## config.mk

```make
export PLATFORM = sky130hd
export DESIGN_NAME = nor_sector_eraser
export DESIGN_NICKNAME = d
export VERILOG_FILES = /design/src/rtl/nor_sector_eraser.sv
export SDC_FILE = /design/constraint.sdc
export NUM_CORES = 1
export LEC_CHECK = 0
export ABC_AREA = 1
export BUFFER_PORTS_ARGS = -buffer_cell sky130_fd_sc_hd__buf_2
export CAP_MARGIN = 40
export CELL_PAD_IN_SITES_DETAIL_PLACEMENT = 1
export CELL_PAD_IN_SITES_GLOBAL_PLACEMENT = 2
export CORE_MARGIN = 5
export CORE_UTILIZATION = 31
export DETAILED_ROUTE_END_ITERATION = 10
export GPL_TIMING_DRIVEN = 0
export PLACE_DENSITY = 0.9
export SKIP_CTS_REPAIR_TIMING = 1
export SYNTH_ARGS = -nofsm -noshare
export SYNTH_HDL_FRONTEND = slang
export SYNTH_SLANG_ARGS = --single-unit
```

## constraint.sdc

```tcl
create_clock -name clk -period 5.7 [get_ports clk]
set_input_delay 1.71 -clock clk [delete_from_list [all_inputs] [get_ports clk]]
set_output_delay 1.71 -clock clk [all_outputs]
set_load 0.05 [all_outputs]
```

## src/rtl/nor_sector_eraser.sv

```systemverilog
module nor_sector_eraser #(
  parameter int ADDR_W      = 24,
  parameter int POLL_MAX    = 1000,
  parameter int WAIT_CYCLES = 2_500_000
) (
  input  logic              clk,
  input  logic              rst_n,
  input  logic              start,
  input  logic [ADDR_W-1:0] sector_addr,
  output logic              busy,
  output logic              done,
  output logic              err_io,
  output logic              err_timeout,
  output logic              cmd_req,
  output logic [ADDR_W-1:0] cmd_addr,
  output logic [15:0]       cmd_data,
  input  logic              cmd_ack,
  output logic              rd_req,
  output logic [ADDR_W-1:0] rd_addr,
  input  logic              rd_ack,
  input  logic [15:0]       rd_data
);
  localparam int PW = $clog2(POLL_MAX + 1);
  localparam int WW = $clog2(WAIT_CYCLES + 1);
  localparam logic [2:0] STEP_POLL = 3'd6;
  localparam logic [2:0] STEP_RST  = 3'd7;

  typedef enum logic [2:0] {S_IDLE, S_WR, S_RD, S_WAIT, S_FIN} st_t;

  st_t               st;
  logic [2:0]        step;
  logic [ADDR_W-1:0] base;
  logic [ADDR_W-1:0] off;
  logic [PW-1:0]     polls;
  logic [WW-1:0]     wcnt;
  logic              f_io, f_to;
  logic              ready, bad, last_poll;

  always_comb begin
    case (step)
      3'd0:    begin off = ADDR_W'(12'h555); cmd_data = 16'h00AA; end
      3'd1:    begin off = ADDR_W'(12'h2AA); cmd_data = 16'h0055; end
      3'd2:    begin off = ADDR_W'(12'h555); cmd_data = 16'h0080; end
      3'd3:    begin off = ADDR_W'(12'h555); cmd_data = 16'h00AA; end
      3'd4:    begin off = ADDR_W'(12'h2AA); cmd_data = 16'h0055; end
      3'd5:    begin off = '0;               cmd_data = 16'h0030; end
      3'd6:    begin off = ADDR_W'(12'h555); cmd_data = 16'h0070; end
      default: begin off = '0;               cmd_data = 16'h00F0; end
    endcase
  end

  assign cmd_addr    = (step == STEP_RST) ? '0 : base + off;
  assign cmd_req     = (st == S_WR);
  assign rd_req      = (st == S_RD);
  assign rd_addr     = base;
  assign busy        = (st != S_IDLE);
  assign done        = (st == S_FIN);
  assign err_io      = done & f_io;
  assign err_timeout = done & f_to;
  assign ready       = rd_data[7];
  assign bad         = rd_data[4] | rd_data[5];
  assign last_poll   = (polls == PW'(POLL_MAX - 1));

  always_ff @(posedge clk or negedge rst_n) begin
    if (!rst_n) begin
      st <= S_IDLE; step <= '0; base <= '0; polls <= '0;
      wcnt <= '0; f_io <= 1'b0; f_to <= 1'b0;
    end else begin
      case (st)
        S_IDLE: if (start) begin
          base <= sector_addr; step <= '0; polls <= '0;
          f_io <= 1'b0; f_to <= 1'b0; st <= S_WR;
        end
        S_WR: if (cmd_ack) begin
          if (step == STEP_RST)       st <= S_FIN;
          else if (step == STEP_POLL) st <= S_RD;
          else                        step <= step + 3'd1;
        end
        S_RD: if (rd_ack) begin
          polls <= polls + PW'(1);
          if (ready) begin
            if (bad) begin f_io <= 1'b1; step <= STEP_RST; st <= S_WR; end
            else st <= S_FIN;
          end else if (last_poll) begin
            f_to <= 1'b1; step <= STEP_RST; st <= S_WR;
          end else begin
            wcnt <= '0; st <= S_WAIT;
          end
        end
        S_WAIT:
          if (wcnt == WW'(WAIT_CYCLES - 1)) begin step <= STEP_POLL; st <= S_WR; end
          else wcnt <= wcnt + WW'(1);
        default: st <= S_IDLE;
      endcase
    end
  end

  assert_idle_outputs_R1: assert property (@(posedge clk) disable iff (!rst_n)
    !busy |-> !cmd_req && !rd_req && !done);
  assert_busy_hold_R2: assert property (@(posedge clk) disable iff (!rst_n)
    busy && !done |=> busy);
  assert_busy_drop_R2: assert property (@(posedge clk) disable iff (!rst_n)
    $fell(busy) |-> $past(done));
  assert_cmd_hold_R4: assert property (@(posedge clk) disable iff (!rst_n)
    cmd_req && !cmd_ack |=> cmd_req && $stable(cmd_addr) && $stable(cmd_data));
  assert_rd_hold_R4: assert property (@(posedge clk) disable iff (!rst_n)
    rd_req && !rd_ack |=> rd_req && $stable(rd_addr));
  assert_ports_excl_R4: assert property (@(posedge clk) disable iff (!rst_n)
    !(cmd_req && rd_req));
  assert_poll_budget_R9: assert property (@(posedge clk) disable iff (!rst_n)
    rd_req |-> polls < PW'(POLL_MAX));
  assert_done_pulse_R10: assert property (@(posedge clk) disable iff (!rst_n)
    done |=> !done);
  assert_flags_R10: assert property (@(posedge clk) disable iff (!rst_n)
    (err_io || err_timeout) |-> done && !(err_io && err_timeout));
endmodule

```

[Word-level counts from Yosys, hierarchy flattened]
Index checks and enable logic that the tools add are counted.
Word-level totals
  register bits: 64
  bits of input ports: 45
  output and inout bits: 70
  word-level logic and storage cells: 98
Cells by class
  add/subtract/negate cells: 4
  equal/unequal tests: 28
  muxes and demuxes: 40
  bitwise gates (word level): 3
  reductions and logical operators: 16
Operators with widths (number)
  2-to-1 mux 22 bit: 4
  2-to-1 mux 3 bit: 17
  one-hot mux 22 bit (2 select lines): 1
  one-hot mux 8 bit (5 select lines): 1
  adder 24 bit: 1
  2-to-1 mux 24 bit: 1
  one-hot mux 3 bit (4 select lines): 2
  adder 22 x 1 -> 22 bit, second input constant: 1
  equality test 22 bit, second input constant: 1
  one-hot mux 11 bit (2 select lines): 1
  2-to-1 mux 10 bit: 2
  one-hot mux 10 bit (2 select lines): 1
  AND reduction 5 bit: 4
  equality test 3 bit, second input constant: 5
  != test 2 bit, second input constant: 7
  equality test 3 x 2 -> 1 bit, second input constant: 4
  adder 10 x 1 -> 10 bit, second input constant: 1
  equality test 10 bit, second input constant: 1
  != test 2 x 1 -> 1 bit, second input constant: 5
  AND reduction 9 bit: 1
  2-to-1 mux 1 bit: 7
  equality test 3 x 1 -> 1 bit, second input constant: 2
  zero test 3 bit: 2
  != test 3 x 1 -> 1 bit, second input constant: 2
  13 further kinds: 17

[Longest topological paths before layout]
Gate-level depths: netlist of run 1.
  depth in word-level cells: 5
  mapped depth: 17
  mapped depth without buffers: 17

[Worst setup path after synthesis of run 1]
No wires, ideal clock.
  kind: register to output
  start: register step[0]
  end: output port cmd_addr[11]
  arrival time: 3.038 ns
  required time: 3.990 ns
  path slack: 0.952 ns
  cell stages (with the launch flop): 15
  buffers on the path: 0
  path through: dfrtp_1 inv_1 ha_1 or2_2 o21ai_0 inv_1 ha_1 nand2_1 nor2_1 nand2_1 nand2_1 nand2_1 nand3_1 nand2_1 a21oi_1
On the way
  cells in the longest elaborated chain, start to end: 5
  elaborated cells between the ends (all ways): 12
  those cells by class: add/sub: 1; eq/ne: 6; mux: 2; reduce/logical: 3
RTL lines
  start: declaration: line 31  | logic [2:0] step;
  start signal: assignment: line 77  | else step <= step + 3'd1;
  equality test 3 bit, or another cell as far along: line 40  | case (step)
  OR reduction 4 bit (no line) or OR reduction 2 bit (tied branches)
  one-hot mux 11 bit (2 select lines): line 40
  adder 24 bit: line 52  | assign cmd_addr = (step == STEP_RST) ? '0 : base + off;
  2-to-1 mux 24 bit (*): line 52
  end: declaration: line 15  | output logic [ADDR_W-1:0] cmd_addr,
Every way passes the cells marked *; elsewhere a longest branch is shown, timed or not.

[Final worst setup path of run 1]
  start: register step[0]
  end: output port cmd_addr[21]
Same word-level chain as after synthesis.

==> run summary, run 1 <==
reg2reg setup slack -> 3480 ps
Core ar. -> 0.0157 mm^2
Routed Antenna Nets -> 0
outcome -> finished clean
DR vias -> 5,209
first-pass GRT wire length -> 27,300 um
R2R cell count -> 10
register area share after synthesis -> 0.328
Crit path largest cell delay -> 500 ps
CTS tree -> built
share of layout cells above drive strength 1 -> 0.164
Final Hold Viols -> 0
fin nets -> 952
Max transition margin -> 0.598
fin crit period -> 5330 ps
Worst EP required -> 3990 ps
CP cell instances -> inv_1, ha_1, or2_2, o21ai_0, inv_2, ha_1, nand2_1, inv_1, a21oi_1, nand2_1, nand2_1, nand2_1, nand3_1, nand2_1, nor2_1, buf_2
post-DR wirelength/cell -> 15.0 um
Worst-Margin Slew -> 602 ps
most frequent CP cell -> nand2_1
most frequent cells in the layout -> nand2_1, nor2_1, buf_2, inv_1, nand3_1
Starting Density -> 0.312
final setup TNS -> 0 ps
Die Ht -> 136 um
RR Startpoint -> wcnt[0]$_DFFE_PN0P_
clock slew at reported path FFs -> 60 ps
gr ovfl total -> 0
clk root buf -> clkbuf_16
crit path max fanout -> 8
first-pass iteration count of the detailed router -> 4
CTS H-tree lvls -> 3
Syn Area/Cell -> 6.31 um^2
Vias/cell -> 4.70
synth warn -> 0
Hold Path Class -> reg2reg
CTS Buffer Depth -> 2
max frequency -> 188 MHz
critical path type -> reg2out
post-synthesis cell count -> 774
reg2reg end -> st[0]$_DFFE_PN0P_
Worst Setup End Kind -> output pin
Data arrival, critical path -> 3620 ps
full die area -> 0.0184 mm^2
largest net degree at the start of global routing -> 60
Fillers -> 2,155
clk sink count -> 64
Layout area overhead -> 22.2%
CP startpoint -> step[0]$_DFFE_PN0P_
Initial DRC Count -> 219
Worst path slowest cell -> dfrtp_1
Final Slew Violations -> 0
GRT Overall Usage -> 0.186
commonest non-fill, non-tap cell in the layout -> nand2_1
flops & latches, synth -> 64
HPWL Detailed -> 13,200 um
Residual DRC -> 0
number of global-route vias before repair -> 5,264
max_cap viols -> 0
met1 Track Usage GR -> 0.252
CTS buffer count -> 9
Post-Route WL -> 16,700 um
Worst-Skew Late Latency -> 340 ps
FP Rows -> 46
count of final setup violators -> 0
gpl congestion -> 0.865
RSZ-0062 raised after global routing -> false
Global Route met2 Usage -> 0.310
Cell variety after synth -> 28
Port Buffer Count -> 93
met3 usage -> 0.0249
Ports -> 115
startpoint types -> register
initial antenna violation count -> 1
GRT Max-Usage Layer -> met2
Worst Clk Skew -> 7.95 ps
Post-Syn Area -> 0.00489 mm^2
Final period util -> 0.935
crit path capture -> cmd_addr[21]
Die X -> 136 um
[per-layer routing]
layer  vias up  share of wire
li1       2663              -
met3        16          0.034
met1      2443           0.49
met2        87           0.46
met4         0          0.015
met5         -              0
[worst min-delay path by stage]
stage / from / to / slack (ps) / depth (start not counted)
2_1_floorplan: wcnt[1]$_DFFE_PN0P_ / wcnt[1]$_DFFE_PN0P_ / 470 / 2
3_3_place_gp: wcnt[1]$_DFFE_PN0P_ / wcnt[1]$_DFFE_PN0P_ / 490 / 2
3_5_place_dp: rd_addr[3]$_DFFE_PN0P_ / rd_addr[3]$_DFFE_PN0P_ / 500 / 2
4_1_cts: rd_addr[3]$_DFFE_PN0P_ / rd_addr[3]$_DFFE_PN0P_ / 510 / 2
5_1_grt: rd_addr[3]$_DFFE_PN0P_ / rd_addr[3]$_DFFE_PN0P_ / 540 / 2
6_report: rd_addr[3]$_DFFE_PN0P_ / rd_addr[3]$_DFFE_PN0P_ / 510 / 2
[cells by family (layout without fill, tap and decap cells)]
group                    Yosys count  count (layout)  synth area share
AND/OR/NAND/NOR                  494             494             0.421
other                              1               9          0.000767
AO/OA/AOI/OAI                     71              71            0.0758
adder cells (fa/ha/maj)           21              21            0.0568
flip-flops                        64              64             0.328
buffers and inverters            113             223            0.0996
XOR/XNOR                          10              10            0.0179
[sequential cells by signal, indices dropped and copies added (netlist names)]
name	cells
rd_addr	24
wcnt	22
polls	10
st	3
step	3
f_io	1
f_to	1
[layout make-up]
type	instances	area, um^2	share of cell area
multi-input cells	604	2830	0.473
flip-flops and latches	64	1600	0.268
repair buffers	94	495	0.0830
inverters	90	338	0.0566
well taps	216	270	0.0453
clock buffers	10	229	0.0383
plain buffers	23	149	0.0249
clock inverters	6	60.1	0.0101
diodes	1	2.50	0.000419
[critical path, delay by kind of cell (launching register included)]
family	cells	cell delay [ps]
DFF	1	500
buffers and inverters	4	650
AOI/OAI and AO/OA	2	390
adders and majority gates	2	610
and+or+nand+nor	8	1120
[metrics by stage]
stage	hold slack, ps	instances	cell area (um^2)	util	setup WS (ps)
CTS	511	1107	5970	0.381	243
floorplan	467	781	4910	-	952
finish	509	1108	5970	0.381	369
global placement	491	1090	5650	0.361	683
global route	537	1108	5970	0.381	70.8
detailed placement	495	1091	5680	0.363	624
[Yosys cell counts (all sizes together)]
master	number	area, um^2
nand2	267	1010
nor2	118	455
inv	90	338
nand3	67	335
dfrtp	64	1600
o21ai	37	185
a21oi	28	140
buf	19	134
ha	19	238
nand4	17	106
nor3	15	86.3
xor2	8	70.1
or2	7	43.8
clkbuf	4	15.0
o21bai	4	30.0
nand3b	3	22.5
fa	2	40.0
xnor2	2	17.5
conb	1	3.75
o211ai	1	7.51
o31ai	1	7.51
Power of run 1 is left out: the tool's default activity adds up to more than one toggle a clock period on the data nets, which glitch-free logic cannot reach.
==> run 2, diff against run 1 <==
- CORE_UTILIZATION: 31 -> 26
- PLACE_DENSITY: 0.9 -> 0.81
- clock period: 5.7 -> 4.51 ns (I/O delays scaled with it)
==> run 2 against run 1 <==
Clock skew decreased by 0.70 ps. Die area increased by 18%. Flip-flop and latch count unchanged. Via count increased by 1.8%. Critical path type unchanged. Highest routed layer unchanged.
==> run summary, run 2 (synthesized netlist as in run 1, its figures left out) <==
outcome -> finished clean
Routed Antenna Nets -> 0
CTS H-tree lvls -> 3
crit path max fanout -> 6
DP Area -> 0.00569 mm^2
DP Worst Slack -> -173 ps
Ports -> 115
fin nets -> 958
final core utilization -> 0.336
Final period util -> 0.968
Final Slew Violations -> 0
DR vias -> 5,303
Hold Path Stages -> 2
Worst path slowest cell -> fa_1
Vias/cell -> 4.69
first-pass GRT wire length -> 28,200 um
Post-Layout Inst Area -> 0.00625 mm^2
Max transition margin -> 0.603
CTS buffer count -> 9
Die Ht -> 147 um
Starting Density -> 0.263
count of final setup violators -> 0
non-filler instance count after layout -> 1,131
Port Buffer Count -> 93
post-DR wirelength/cell -> 15.2 um
first-pass iteration count of the detailed router -> 4
max frequency -> 229 MHz
Fillers -> 2,413
clk root buf -> clkbuf_16
commonest non-fill, non-tap cell in the layout -> nand2_1
RSZ-0062 raised after global routing -> true
CP cell instances -> buf_4, fa_1, inv_4, ha_2, nand2_1, nand2_1, a21oi_2, nand2_1, nand2_1, nand2_2, nand3_1, nand2_1, nor2_2, buf_6
worst setup margin -> 144 ps
largest net degree at the start of global routing -> 35
Worst Clk Skew -> 7.25 ps
CTS tree -> built
share of layout cells above drive strength 1 -> 0.212
Post-Route WL -> 17,200 um
clk sink count -> 64
Crit path largest cell delay -> 460 ps
Data arrival, critical path -> 3010 ps
Hold Path Class -> reg2reg
Layout area overhead -> 27.8%
Initial DRC Count -> 188
Worst-Margin Slew -> 595 ps
initial antenna violation count -> 0
clock slew at reported path FFs -> 60 ps
Worst Setup End Kind -> output pin
startpoint types -> register
critical path type -> reg2out
gpl congestion -> 0.878
GRT Overall Usage -> 0.161
# diodes -> 0
Core ar. -> 0.0186 mm^2
Residual DRC -> 0
CTS Buffer Depth -> 2
number of global-route vias before repair -> 5,362
most frequent CP cell -> nand2_1
most frequent cells in the layout -> nand2_1, nor2_1, buf_2, inv_1
gr ovfl total -> 0
FP Rows -> 50
fin crit period -> 4370 ps
Placed Cells -> 1,109
R2R cell count -> 12
full die area -> 0.0216 mm^2
max_cap viols -> 0
Final Hold Viols -> 0
Worst-Skew Late Latency -> 340 ps
Die X -> 147 um
Worst EP required -> 3160 ps
flip-flop count of the largest register after layout -> 24
HPWL Detailed -> 13,800 um
-- run 2: changes by cell type in the layout (fill, tap and decap cells not counted), moves of 5 or more --
cell	previous run	this run
nand2_1	264	259
buf_4	14	21
nor2_2	2	10
ha_1	19	12
nand2_2	3	8
buf_2	97	85
nor2_1	115	106
buf_6	1	11
-- run 2: final cells by class --
type                       instances  area [um^2]  share of cell area
multi-input combinational        604         2970               0.476
inverter                          90          343              0.0549
sequential                        64         1600               0.257
clock inverter                     3         15.0             0.00240
buffer                            23          149              0.0238
tap                              234          293              0.0469
clock buffer                      13          270              0.0433
timing repair buffer             100          601              0.0961
-- run 2: final timing paths --
path | startpoint | end | slack [ps]
setup / recovery | step[0]$_DFFE_PN0P_ | cmd_addr[21] | 140
hold / removal | rd_addr[0]$_DFFE_PN0P_ | rd_addr[0]$_DFFE_PN0P_ | 510
setup reg to reg | step[1]$_DFFE_PN0P_ | step[1]$_DFFE_PN0P_ | 2200
hold reg to reg | rd_addr[0]$_DFFE_PN0P_ | rd_addr[0]$_DFFE_PN0P_ | 510
max in group asynchronous | rst_n | step[0]$_DFFE_PN0P_ | 2980
min in group asynchronous | rst_n | wcnt[15]$_DFFE_PN0P_ | 950
-- run 2: critical path: cells and delay by family, from the launching register on --
| family | cells | cell delay, ps |
|---|---|---|
| compound gates | 1 | 170 |
| fa+ha+maj | 2 | 780 |
| simple gates | 8 | 840 |
| flops | 1 | 420 |
| buf+inv | 3 | 450 |
-- run 2: per-layer routing --
| layer | up-vias | GRT usage | wire length, um |
|---|---|---|---|
| met2 | 94 | 0.269 | 8240 |
| met5 | - | 0 | 0 |
| li1 | 2675 | - | - |
| met1 | 2514 | 0.215 | 8120 |
| met3 | 20 | 0.0219 | 590 |
| met4 | 0 | 0.0531 | 283 |
-- run 2: stage by stage --
step	hold WS [ps]	setup TNS [ps]
after floorplan	467	0
after global placement	492	-1320
after detailed placement	497	-1270
after CTS	511	-7900
after global routing	531	-217
final	510	0
Power of run 2 is left out for the same reason.
